[config.mk]
export PLATFORM = sky130hd
export DESIGN_NAME = lcd_frame_timer
export DESIGN_NICKNAME = d
export VERILOG_FILES = /design/src/rtl/lcdft_pkg.sv /design/src/rtl/lcdft_prescaler.sv /design/src/rtl/lcdft_line_div.sv /design/src/rtl/lcd_frame_timer.sv
export SDC_FILE = /design/constraint.sdc
export NUM_CORES = 1
export LEC_CHECK = 0
export BUFFER_PORTS_ARGS = -buffer_cell sky130_fd_sc_hd__buf_2
export CAP_MARGIN = 10
export CORE_MARGIN = 1.5
export CORE_UTILIZATION = 60
export CTS_BUF_LIST = sky130_fd_sc_hd__clkbuf_8
export DETAILED_ROUTE_END_ITERATION = 16
export GPL_ROUTABILITY_DRIVEN = 0
export MAX_ROUTING_LAYER = met4
export PLACE_DENSITY = 0.83
export SLEW_MARGIN = 20
export SYNTH_ARGS = -nofsm -noshare
export SYNTH_HDL_FRONTEND = slang
export SYNTH_SLANG_ARGS = --single-unit
[constraint.sdc]
create_clock -name clk -period 2.9 [get_ports clk]
set_clock_uncertainty 0.15 [all_clocks]
set_input_delay 0.435 -clock clk [delete_from_list [all_inputs] [get_ports clk]]
set_output_delay 0.435 -clock clk [all_outputs]
set_load 0.01 [all_outputs]
[src/rtl/lcdft_pkg.sv]
package lcdft_pkg;

  // Default field widths shared by the divider stages.
  localparam int COARSE_W_DEF = 3;
  localparam int LINE_W_DEF   = 8;

  // Which of the two integer periods the prescaler is producing when a
  // half-step ratio is active.
  typedef enum logic {
    PH_SHORT = 1'b0,
    PH_LONG  = 1'b1
  } half_phase_e;

  // Longest prescaler period in oscillator cycles for a given coarse width.
  function automatic int max_period(input int coarse_w);
    return (1 << coarse_w) + 1;
  endfunction

endpackage

[src/rtl/lcdft_prescaler.sv]
module lcdft_prescaler
  import lcdft_pkg::*;
#(
  parameter int COARSE_W = COARSE_W_DEF
) (
  input  logic                clk,
  input  logic                rst,
  input  logic [COARSE_W-1:0] coarse_sel,
  input  logic                half_step,
  output logic                line_en
);

  localparam int MAX_LEN = max_period(COARSE_W);
  localparam int CNT_W   = $clog2(MAX_LEN + 1);

  logic [COARSE_W-1:0] coarse_q;
  logic                half_q;
  half_phase_e         phase_q;
  logic [CNT_W-1:0]    cnt_q;
  logic [CNT_W-1:0]    last_idx;
  logic                wrap;
  logic                extra;

  // Period length is coarse+1, plus one more cycle on the long half-step phase.
  always_comb begin
    extra    = half_q && (phase_q == PH_LONG);
    last_idx = CNT_W'(coarse_q) + CNT_W'(extra);
    wrap     = (cnt_q == last_idx);
  end

  always_ff @(posedge clk) begin
    if (rst) begin
      cnt_q    <= '0;
      coarse_q <= '0;
      half_q   <= 1'b0;
      phase_q  <= PH_SHORT;
      line_en  <= 1'b0;
    end else begin
      line_en <= wrap;
      if (wrap) begin
        cnt_q    <= '0;
        coarse_q <= coarse_sel;
        half_q   <= half_step;
        if (half_step && phase_q == PH_SHORT) phase_q <= PH_LONG;
        else                                  phase_q <= PH_SHORT;
      end else begin
        cnt_q <= cnt_q + 1'b1;
      end
    end
  end

  // The counter never passes the last index of the running period.
  p_cnt_bound_r2: assert property (@(posedge clk) disable iff (rst)
    cnt_q <= last_idx);

  // Held settings only move on a wrap.
  p_cfg_hold_r8: assert property (@(posedge clk) disable iff (rst)
    !wrap |=> ($stable(coarse_q) && $stable(half_q)));

  // Without the half step the long phase is never used.
  p_phase_clear_r3: assert property (@(posedge clk) disable iff (rst)
    !half_q |-> (phase_q == PH_SHORT));

  // Reset silences the line enable.
  p_reset_quiet_r1: assert property (@(posedge clk)
    rst |=> !line_en);

endmodule

[src/rtl/lcdft_line_div.sv]
module lcdft_line_div
  import lcdft_pkg::*;
#(
  parameter int LINE_W = LINE_W_DEF
) (
  input  logic              clk,
  input  logic              rst,
  input  logic              line_en,
  input  logic [LINE_W-1:0] line_count,
  output logic              frame_out,
  output logic              frame_tick
);

  logic [LINE_W-1:0] lcnt_q;
  logic [LINE_W-1:0] lc_q;
  logic              wrap;

  assign wrap = line_en && (lcnt_q == lc_q);

  always_ff @(posedge clk) begin
    if (rst) begin
      lcnt_q     <= '0;
      lc_q       <= '0;
      frame_out  <= 1'b0;
      frame_tick <= 1'b0;
    end else begin
      frame_tick <= wrap;
      if (wrap) begin
        lcnt_q    <= '0;
        lc_q      <= line_count;
        frame_out <= ~frame_out;
      end else if (line_en) begin
        lcnt_q <= lcnt_q + 1'b1;
      end
    end
  end

  // Line counter stays inside the held frame length.
  p_lcnt_bound_r5: assert property (@(posedge clk) disable iff (rst)
    lcnt_q <= lc_q);

  // Frame level only moves after a line pulse.
  p_frame_hold_r5: assert property (@(posedge clk) disable iff (rst)
    !line_en |=> $stable(frame_out));

  // Tick marks a fresh frame edge.
  p_tick_edge_r6: assert property (@(posedge clk) disable iff (rst)
    frame_tick |-> (frame_out != $past(frame_out)));

  // Held line count only reloads at a frame wrap.
  p_lc_hold_r9: assert property (@(posedge clk) disable iff (rst)
    !wrap |=> $stable(lc_q));

  // Reset clears frame outputs.
  p_reset_low_r1: assert property (@(posedge clk)
    rst |=> (!frame_out && !frame_tick));

endmodule

[src/rtl/lcd_frame_timer.sv]
module lcd_frame_timer
  import lcdft_pkg::*;
#(
  parameter int COARSE_W = COARSE_W_DEF,
  parameter int LINE_W   = LINE_W_DEF
) (
  input  logic                clk,
  input  logic                rst,
  input  logic [COARSE_W-1:0] coarse_sel,
  input  logic                half_step,
  input  logic [LINE_W-1:0]   line_count,
  output logic                line_en,
  output logic                frame_out,
  output logic                frame_tick
);

  logic line_pulse;

  lcdft_prescaler #(
    .COARSE_W (COARSE_W)
  ) u_prescaler (
    .clk        (clk),
    .rst        (rst),
    .coarse_sel (coarse_sel),
    .half_step  (half_step),
    .line_en    (line_pulse)
  );

  lcdft_line_div #(
    .LINE_W (LINE_W)
  ) u_line_div (
    .clk        (clk),
    .rst        (rst),
    .line_en    (line_pulse),
    .line_count (line_count),
    .frame_out  (frame_out),
    .frame_tick (frame_tick)
  );

  assign line_en = line_pulse;

  // A tick can only follow a line pulse.
  p_tick_after_line_r6: assert property (@(posedge clk) disable iff (rst)
    frame_tick |-> $past(line_pulse));

endmodule

* After elaboration in Yosys (flattened, before gate mapping)
Index checks and enable logic that the tools add are counted.
Storage, ports and cells: register bits after elaboration 28
Operators by class: $add $sub $neg 3, equality and inequality tests 2, multiplexer cells 1, bitwise operators 2, reductions and logical operators 5
Operator list (count):
- $add A8 B1 Y8 const B | 1
- $eq A8 B8 Y1 | 1
- $add A3 B1 Y4 | 1
- $add A4 B1 Y4 const B | 1
- $eq A4 B4 Y1 | 1
- $reduce_or A2 Y1 | 2
- $logic_and A1 B1 Y1 | 3
- $not A1 Y1 | 2
- $mux W1 | 1

* Depth between registers and ports, before layout
Gate-level depths: netlist of the first run.
word-level depth 4, mapped depth 8, depth with buffers taken out 7

* By module
A second synthesis of the first run with hierarchy kept.
Second synthesis, totals: cells, all modules 146, area total of the unflattened synthesis 1377.6 µm²
By module, submodules not included:
- lcdft_line_div | instances 1, cells each 96, area an instance 855.8 µm²
- lcdft_prescaler | instances 1, cells each 50, area an instance 521.8 µm²

* Worst setup path before layout of the first run
Ideal clock, no wire load.
kind register -> register, start point reg u_prescaler.phase_q, end point reg u_prescaler.coarse_q[0], library setup time 0.059 ns, data arrival time 1.695 ns, required time 2.691 ns, slack 0.996 ns, stages on the path, launching flop included 9, path buffers 1, path through dfxtp_1 and2_1 ha_1 ha_1 xor2_1 nor2_1 and4b_1 clkbuf_1 a22o_1
On the way: word-level cells in the longest chain between the ends 3
RTL lines:
- start, declared | line lcdft_prescaler.sv:18 | half_phase_e phase_q;
- start signal, assigned | line lcdft_prescaler.sv:36 | phase_q <= PH_SHORT;
- start signal, assigned | line lcdft_prescaler.sv:44 | if (half_step && phase_q == PH_SHORT) phase_q <= PH_LONG;
- start signal, assigned | line lcdft_prescaler.sv:45 | else phase_q <= PH_SHORT;
- $logic_and A1 B1 Y1 | line lcdft_prescaler.sv:26 | extra = half_q && (phase_q == PH_LONG);
- $add A3 B1 Y4 | line lcdft_prescaler.sv:27 | last_idx = CNT_W'(coarse_q) + CNT_W'(extra);
- $eq A4 B4 Y1 | line lcdft_prescaler.sv:28 | wrap = (cnt_q == last_idx);
- end signal, assigned | line lcdft_prescaler.sv:42 | coarse_q <= coarse_sel;
- end, declared | line lcdft_prescaler.sv:16 | logic [COARSE_W-1:0] coarse_q;
No other way between the ends. A chain may end at the register's enable or synchronous reset.

* Worst setup path in the final report of the first run
start point reg u_prescaler.phase_q, end point reg u_prescaler.phase_q
On the way: word-level cells in the longest chain between the ends 3
RTL lines (line):
- $logic_and A1 B1 Y1 / $not A1 Y1 (equally long branches) | lcdft_prescaler.sv:26, lcdft_prescaler.sv:44
- $add A3 B1 Y4 / $logic_and A1 B1 Y1 (equally long branches) | lcdft_prescaler.sv:27, lcdft_prescaler.sv:44
- $eq A4 B4 Y1 / $mux W1 (equally long branches) | lcdft_prescaler.sv:28, lcdft_prescaler.sv:44
Several ways; a longest one is shown, not always the timed one.

==> key figures, run 1 <==
Status
  • Outcome: completed

Die
  • Row count: 16
  • Top Ports: 17
  • Die height: ~49 um
  • Starting Density: between 60% and 70%
  • Total core area: between 1500 and 2000 um2
  • Total die area: 2420 um2
  • Die X: 49.2 um

Timing
  • Period utilization: 70.4%
  • Final Hold Violating Endpoints: 0
  • Final setup vio count: 0
  • Setup_tns: 0 ns
  • Slew headroom: roughly two thirds
  • RSZ-0062 raised after global routing: no
  • Final setup margin: roughly 0.86 ns
  • Worst Hold Slack: 0.224 ns
  • Final min period: 2.04 ns
  • Max-slew violation count: 0
  • Worst Tran Pin Value: 0.499 ns
  • Fmax: 490 MHz

Global route
  • Gr ovfl total: 0
  • Initial antenna violation count: 0
  • Vias in the first global route: 916
  • Largest net degree at the start of global routing: 21
  • Tot GR Track Use: ~22%
  • Global-route wire length before repair: 4070 um

Worst hold path
  • Min-Delay Path Class: input port to register
  • Hold depth: 2

Clocking
  • CTS tree: built
  • Clock slew at reported path FFs: 0.08 ns
  • Resized Gates After CTS: 0
  • H-Tree Depth: 1
  • Clock sinks: 28
  • Post-CTS Setup Inserts: 0
  • CTS Buffer Depth: 2
  • Cts bufs inserted: 3
  • Hold buffer count at cts: 0
  • Clk_lat worst skew: 0.27 ns
  • Root buffer cell: clkbuf_8

Setup path
  • Req. time, crit path: 2.92 ns
  • Crit-path cells: and2_1 -> ha_1 -> ha_1 -> xor2_1 -> nor2_1 -> a31oi_2 -> a22o_1
  • Most repeated library cell on the critical path: ha_1
  • Worst-case reg-to-reg path depth: 7
  • Crit Path Category: register to register
  • Crit-path max FO: 9
  • Worst setup SP type: register
  • Family with the most delay on the worst path: compound AO/OA/AOI/OAI gates
  • Cell count along the critical path: 7
  • Slowest Stage Delay on Critical Path: 0.34 ns
  • Reg2Reg Setup Slack: roughly 0.86 ns
  • Crit end category: register
  • Buf+Inv Stages, Crit Path: 0
  • Worst Path Arrival: 2.06 ns
  • Critical-path top delay cell: dfxtp_1

Cells and area
  • Commonest non-fill, non-tap cell in the layout: dfxtp_1
  • Non-Filler Instances: 169
  • Most frequent cells in the layout: dfxtp_1 (28), buf_2 (16), xnor2_1 (14), nand4_1 (11)
  • Fin nets: 162
  • Share of cells above drive strength 1: 14.8%
  • P&R area growth vs syn: 8.29%
  • ANT cells: 0

Pwr
  • Int Pwr: 782 uW
  • VDD IR max: a little over 0.0006 V
  • Switching portion of total power: 42.1%
  • Clock power frac: between 10% and 20%
  • Combinational Power Share: between 40% and 50%
  • Leakage: 0.531 nW
  • Pwr dens: 972 nW/um2
  • Switch Pwr: roughly 570 uW
  • Seq pwr share: 42.5%

Logic synthesis
  • Avg Cell Area, Syn: 9.64 um2
  • Yosys reg bits: 28
  • Post-Syn Nets: 151
  • Sequential-to-total area share from yosys stat: between 40% and 50%
  • Synth cell types: 26
  • Yosys warns: 0
  • Syn Std Cell Area: 1280 um2
  • Synth Instances: 133

Job
  • Max_cap viols: 0

Route
  • Via Count: between 1k and 1.5k
  • Post-route ant nets: 0
  • Final WL: around 2400 um
  • Routed vias/inst: 5.96
  • Wire per inst: 14.0 um
  • 1st-iter DRT viols: 20
  • Detailed-router iteration count before antenna repair: 4
  • DR DRC count: 0

Placed design
  • I/O Buffers: 16
  • Setup Slack @ Placement: between 0.8 and 0.9 ns
  • Post-DP HPWL: 1670 um
  • Cells after DPL: 166
[flip-flops by register name, indices dropped and copies added (netlist names)]
name                   flops
u_prescaler.half_q         1
u_line_div.lc_q            8
u_prescaler.cnt_q          4
u_prescaler.phase_q        1
u_prescaler.line_en        1
u_prescaler.coarse_q       3
u_line_div.frame_tick      1
u_line_div.lcnt_q          8
u_line_div.frame_out       1
[worst register-to-register path, delay by kind of cell (launching register included)]
family / cells / cell delay, ns
AOI/OAI and AO/OA: 2 / 0.49
DFF: 1 / 0.34
adders and majority gates: 2 / 0.47
xor gates and xnor gates: 1 / 0.16
and+or+nand+nor: 2 / 0.33
[routing by layer]
layer / vias to the layer above / GRT usage [%] / wire (um)
li1: 505 / - / -
met1: 473 / 31.2 / 1190
met2: 27 / 31.8 / 1070
met3: 2 / 5.52 / 89
met4: 0 / 3.81 / 12
met5: - / - / 0
[power by group through the flow]
stage | clock (mW) | sequential [mW] | combinational (mW)
finish | 0.201 | 0.573 | 0.576
global route | 0.219 | 0.586 | 0.648
global placement | 0 | 0.576 | 0.543
CTS | 0.208 | 0.573 | 0.569
floorplan | 0 | 0.560 | 0.510
detailed placement | 0 | 0.580 | 0.566
[layout make-up]
cell class / instances / area [um2]
multi-input cells: 95 / 673
flip-flops and latches: 28 / 561
repair buffers: 16 / 80.1
fillers: 157 / 593
well taps: 27 / 33.8
clock buffers: 3 / 41.3
[per-stage QoR]
step | power, mW | util [%] | instance area [um2]
2_1_floorplan | 1.07 | - | 1280
4_1_cts | 1.35 | 70.1 | 1390
3_5_place_dp | 1.15 | 68.0 | 1350
6_report | 1.35 | 70.1 | 1390
3_3_place_gp | 1.12 | 68.0 | 1350
5_1_grt | 1.45 | 70.1 | 1390
[logic make-up after synthesis]
kind of cell	Yosys count	share of synthesized area [%]
AOI/OAI and AO/OA	24	13.2
muxes	1	0.781
xor gates and xnor gates	22	15.0
adders and majority gates	4	3.90
and+or+nand+nor	44	19.6
buffers and inverters	10	3.80
DFF	28	43.7
[path summary, 6_finish.rpt]
kind                                         start                                    to
setup / recovery  u_prescaler.phase_q$_SDFFE_PP0N_      u_prescaler.phase_q$_SDFFE_PP0N_
setup reg to reg  u_prescaler.phase_q$_SDFFE_PP0N_      u_prescaler.phase_q$_SDFFE_PP0N_
hold reg to reg    u_prescaler.half_q$_SDFFE_PP0N_       u_prescaler.half_q$_SDFFE_PP0N_
hold / removal                       coarse_sel[0]  u_prescaler.coarse_q[0]$_SDFFE_PP0N_
[cells in the mapped netlist]
master / number / share of area [%]
buf_2: 5 / 2.0
nor3_2: 1 / 0.78
dfxtp_1: 28 / 44
o31ai_1: 9 / 5.3
nand4_1: 11 / 5.4
xnor2_1: 14 / 9.6
buf_4: 1 / 0.59
a21oi_1: 9 / 3.5
and4_1: 1 / 0.68
ha_1: 4 / 3.9
a31oi_2: 1 / 0.98
and3_1: 1 / 0.49
and4b_1: 1 / 0.78
nor2b_1: 2 / 0.98
a22o_1: 5 / 3.4
or4_1: 1 / 0.59
and2_1: 5 / 2.4
nor4_1: 1 / 0.49
clkbuf_1: 3 / 0.88
clkbuf_2: 1 / 0.39
nor3_1: 9 / 3.5
nor2_1: 3 / 0.88
xor2_1: 8 / 5.5
nand2_1: 5 / 1.5
mux2i_1: 1 / 0.78
nand3_1: 3 / 1.2
Power figures use the tool's default switching activity.
==> inputs of run 2 (changes only) <==
--- a/config.mk
+++ b/config.mk
@@ -8,12 +8,12 @@
 export BUFFER_PORTS_ARGS = -buffer_cell sky130_fd_sc_hd__buf_2
 export CAP_MARGIN = 10
 export CORE_MARGIN = 1.5
-export CORE_UTILIZATION = 60
+export CORE_UTILIZATION = 58
 export CTS_BUF_LIST = sky130_fd_sc_hd__clkbuf_8
 export DETAILED_ROUTE_END_ITERATION = 16
 export GPL_ROUTABILITY_DRIVEN = 0
 export MAX_ROUTING_LAYER = met4
-export PLACE_DENSITY = 0.83
+export PLACE_DENSITY = 0.8
 export SLEW_MARGIN = 20
 export SYNTH_ARGS = -nofsm -noshare
 export SYNTH_HDL_FRONTEND = slang
==> constraint.sdc (replaced) <==
create_clock -name clk -period 1.9 [get_ports clk]
set_clock_uncertainty 0.15 [all_clocks]
set_input_delay 0.285 -clock clk [delete_from_list [all_inputs] [get_ports clk]]
set_output_delay 0.285 -clock clk [all_outputs]
set_load 0.01 [all_outputs]
==> run 2 against run 1 <==
The run now ends with setup timing left. Sequential share of layout area decreased by 3.8 points. Die area grew 3.3%. Sequential power rose by 57%. Total power is 79% higher. Cell area grew 11%. Setup slack got worse by 0.90 ns. Clock-buffer cell count is 1 higher. Clock power up 78%. Wire length increased by 10%. Critical path type unchanged. Largest power group unchanged.
==> key figures, run 2 (synthesis results as in run 1) <==
Global route
  • Largest net degree at the start of global routing: 22 (was 21)
  • GR peak layer: met2 (unchanged)
  • Met2 usage: 35.1% (was 31.8%)
  • Tot GR Track Use: 22.7% (was 21.9%)
  • Initial antenna violation count: 0 (unchanged)
  • Met1 GRT Util: 32.2% (was 31.2%)
  • M3 GR Usage: 2.73% (was 5.52%)
  • Vias in the first global route: 952 (was 916)
  • Gr ovfl total: 0 (unchanged)
  • Global-route wire length before repair: 4340 um (was 4070 um)

Clocking
  • Hold buffer count at cts: 0 (unchanged)
  • CTS Buffer Depth: 2 (unchanged)
  • Clock sinks: 28 (unchanged)
  • Root buffer cell: clkbuf_8 (unchanged)
  • H-Tree Depth: 1 (unchanged)
  • CTS tree: built (unchanged)
  • Cts bufs inserted: 3 (unchanged)
  • Clk_lat worst skew: 0.27 ns (about the same)
  • Clock slew at reported path FFs: 0.09 ns (was 0.08 ns)

Cells and area
  • Fin nets: 170 (was 162)
  • Regs by FF count: u_line_div.lc_q x8, u_line_div.lcnt_q x8, u_prescaler.cnt_q x4 (unchanged)
  • ANT cells: 0 (unchanged)
  • Most frequent cells in the layout: dfxtp_1 (26), buf_2 (16), xnor2_1 (13), nand4_1 (11) (was dfxtp_1 (28), buf_2 (16), xnor2_1 (14), nand4_1 (11))
  • Commonest non-fill, non-tap cell in the layout: dfxtp_1 (unchanged)
  • Finished Cell Area: 1540 um2 (was 1390 um2)
  • Share of cells above drive strength 1: 27.2% (was 14.8%)
  • # fillers: 137 (was 157)
  • P&R area growth vs syn: 20.1% (was 8.29%)

Timing
  • Max-slew violation count: 0 (unchanged)
  • RSZ-0062 raised after global routing: yes (was no)
  • Worst Tran Pin Value: 0.428 ns (was 0.499 ns)
  • Period utilization: 102% (was 70.4%)
  • Final min period: 1.94 ns (was 2.04 ns)
  • Fmax: 514 MHz (was 490 MHz)
  • Final setup vio count: 9 (was 0)
  • Final Hold Violating Endpoints: 0 (unchanged)
  • Slew headroom: 71.4% (was 66.6%)
  • Setup_tns: -0.174 ns (was 0 ns)
  • Final setup margin: -0.0437 ns (was 0.858 ns)

Route
  • Wire per inst: 14.6 um (was 14.0 um)
  • DR DRC count: 0 (unchanged)
  • Post-route ant nets: 0 (unchanged)
  • Final WL: 2610 um (was 2370 um)
  • 1st-iter DRT viols: 22 (was 20)
  • Via Count: 1032 (was 1007)
  • Detailed-router iteration count before antenna repair: 4 (unchanged)
  • Routed vias/inst: 5.80 (was 5.96)

Pwr
  • Design Power: 2.42 mW (was 1.35 mW)
  • VDD IR max: 0.00116 V (was 0.000606 V)
  • Leakage: 0.576 nW (was 0.531 nW)
  • Pwr dens: 1570 nW/um2 (was 972 nW/um2)

Worst hold path
  • Min-Delay Path Class: input port to register (unchanged)
  • Hold_sp: coarse_sel[0] (unchanged)

Setup path
  • Crit end category: register (unchanged)
  • Worst setup SP type: register (unchanged)
  • Worst Path Arrival: 2.00 ns (was 2.06 ns)
  • Req. time, crit path: 1.96 ns (was 2.92 ns)
  • Crit-path max FO: 6 (was 9)
  • RR Startpoint: u_prescaler.half_q$_SDFFE_PP0N_ (was u_prescaler.phase_q$_SDFFE_PP0N_)
  • Crit Path Category: register to register (unchanged)
  • CP Launch Point: u_prescaler.half_q$_SDFFE_PP0N_ (was u_prescaler.phase_q$_SDFFE_PP0N_)

Job
  • Max_cap viols: 0 (unchanged)

Status
  • Outcome: complete, but fails checks (was completed)
  • Failing checks: setup timing

Die
  • Die X: 50.0 um (was 49.2 um)
  • Die height: 50.0 um (was 49.2 um)
  • Top Ports: 17 (unchanged)
  • Starting Density: 63.4% (was 64.7%)
  • Total core area: 2020 um2 (was 1980 um2)
  • Total die area: 2500 um2 (was 2420 um2)
  • Row count: 16 (unchanged)

Placed design
  • Area after DPL: 1390 um2 (was 1350 um2)
  • I/O Buffers: 16 (unchanged)
  • Setup Slack @ Placement: -0.0889 ns (was 0.863 ns)
  • Post-DP HPWL: 1750 um (was 1670 um)
[run 2: worst max-delay path, cell delays in order (launching register included)]
cell	delay [ns]
dfxtp_2	0.33
and2_4	0.16
ha_4	0.16
ha_4	0.16
xor2_2	0.18
xnor2_2	0.23
and4b_2	0.35
a22o_1	0.16
[run 2: worst paths after layout]
path	depth (start not counted)	slack (ns)	end
hold / removal	2	0.07	u_prescaler.coarse_q[0]$_SDFFE_PP0N_
setup / recovery	7	-0.04	u_prescaler.half_q$_SDFFE_PP0N_
setup reg to reg	7	-0.04	u_prescaler.half_q$_SDFFE_PP0N_
hold reg to reg	2	0.33	u_line_div.lc_q[0]$_SDFFE_PP0P_
[run 2: cell type report]
class | instances | area (um2) | area share, %
clock buffer | 4 | 55.1 | 3.57
sequential | 28 | 563 | 36.6
tap | 27 | 33.8 | 2.19
timing repair buffer | 23 | 133 | 8.61
multi-input combinational | 96 | 756 | 49.1
[run 2: timing repair]
item / in CTS / in global routing
endpoints found under the setup margin: 9 / 9
cloned: 1 / 0
gates resized for setup: 12 / 3
buffers inserted: 1 / 1
pin swaps: 6 / 8
[run 2: metrics by stage]
step	util (%)	instances	hold slack, ns
floorplan	-	133	0.261
global route	76.2	178	0.0679
global placement	68.5	171	0.306
CTS	75.1	177	0.0674
finish	76.2	178	0.0681
detailed placement	68.5	171	0.325
[run 2: metal layers]
layer / wire (um) / part of all wire, % / vias up
li1: - / - / 520
met1: 1230 / 47 / 482
met2: 1260 / 48 / 26
met3: 98 / 3.8 / 4
met4: 23 / 0.88 / 0
met5: 0 / 0 / -
[run 2: report_power, final]
part / total [mW] / switching, mW / internal, mW
registers: 0.897 / 0.152 / 0.745
logic: 1.16 / 0.660 / 0.501
clock network: 0.358 / 0.173 / 0.185
total: 2.42 / 0.984 / 1.43
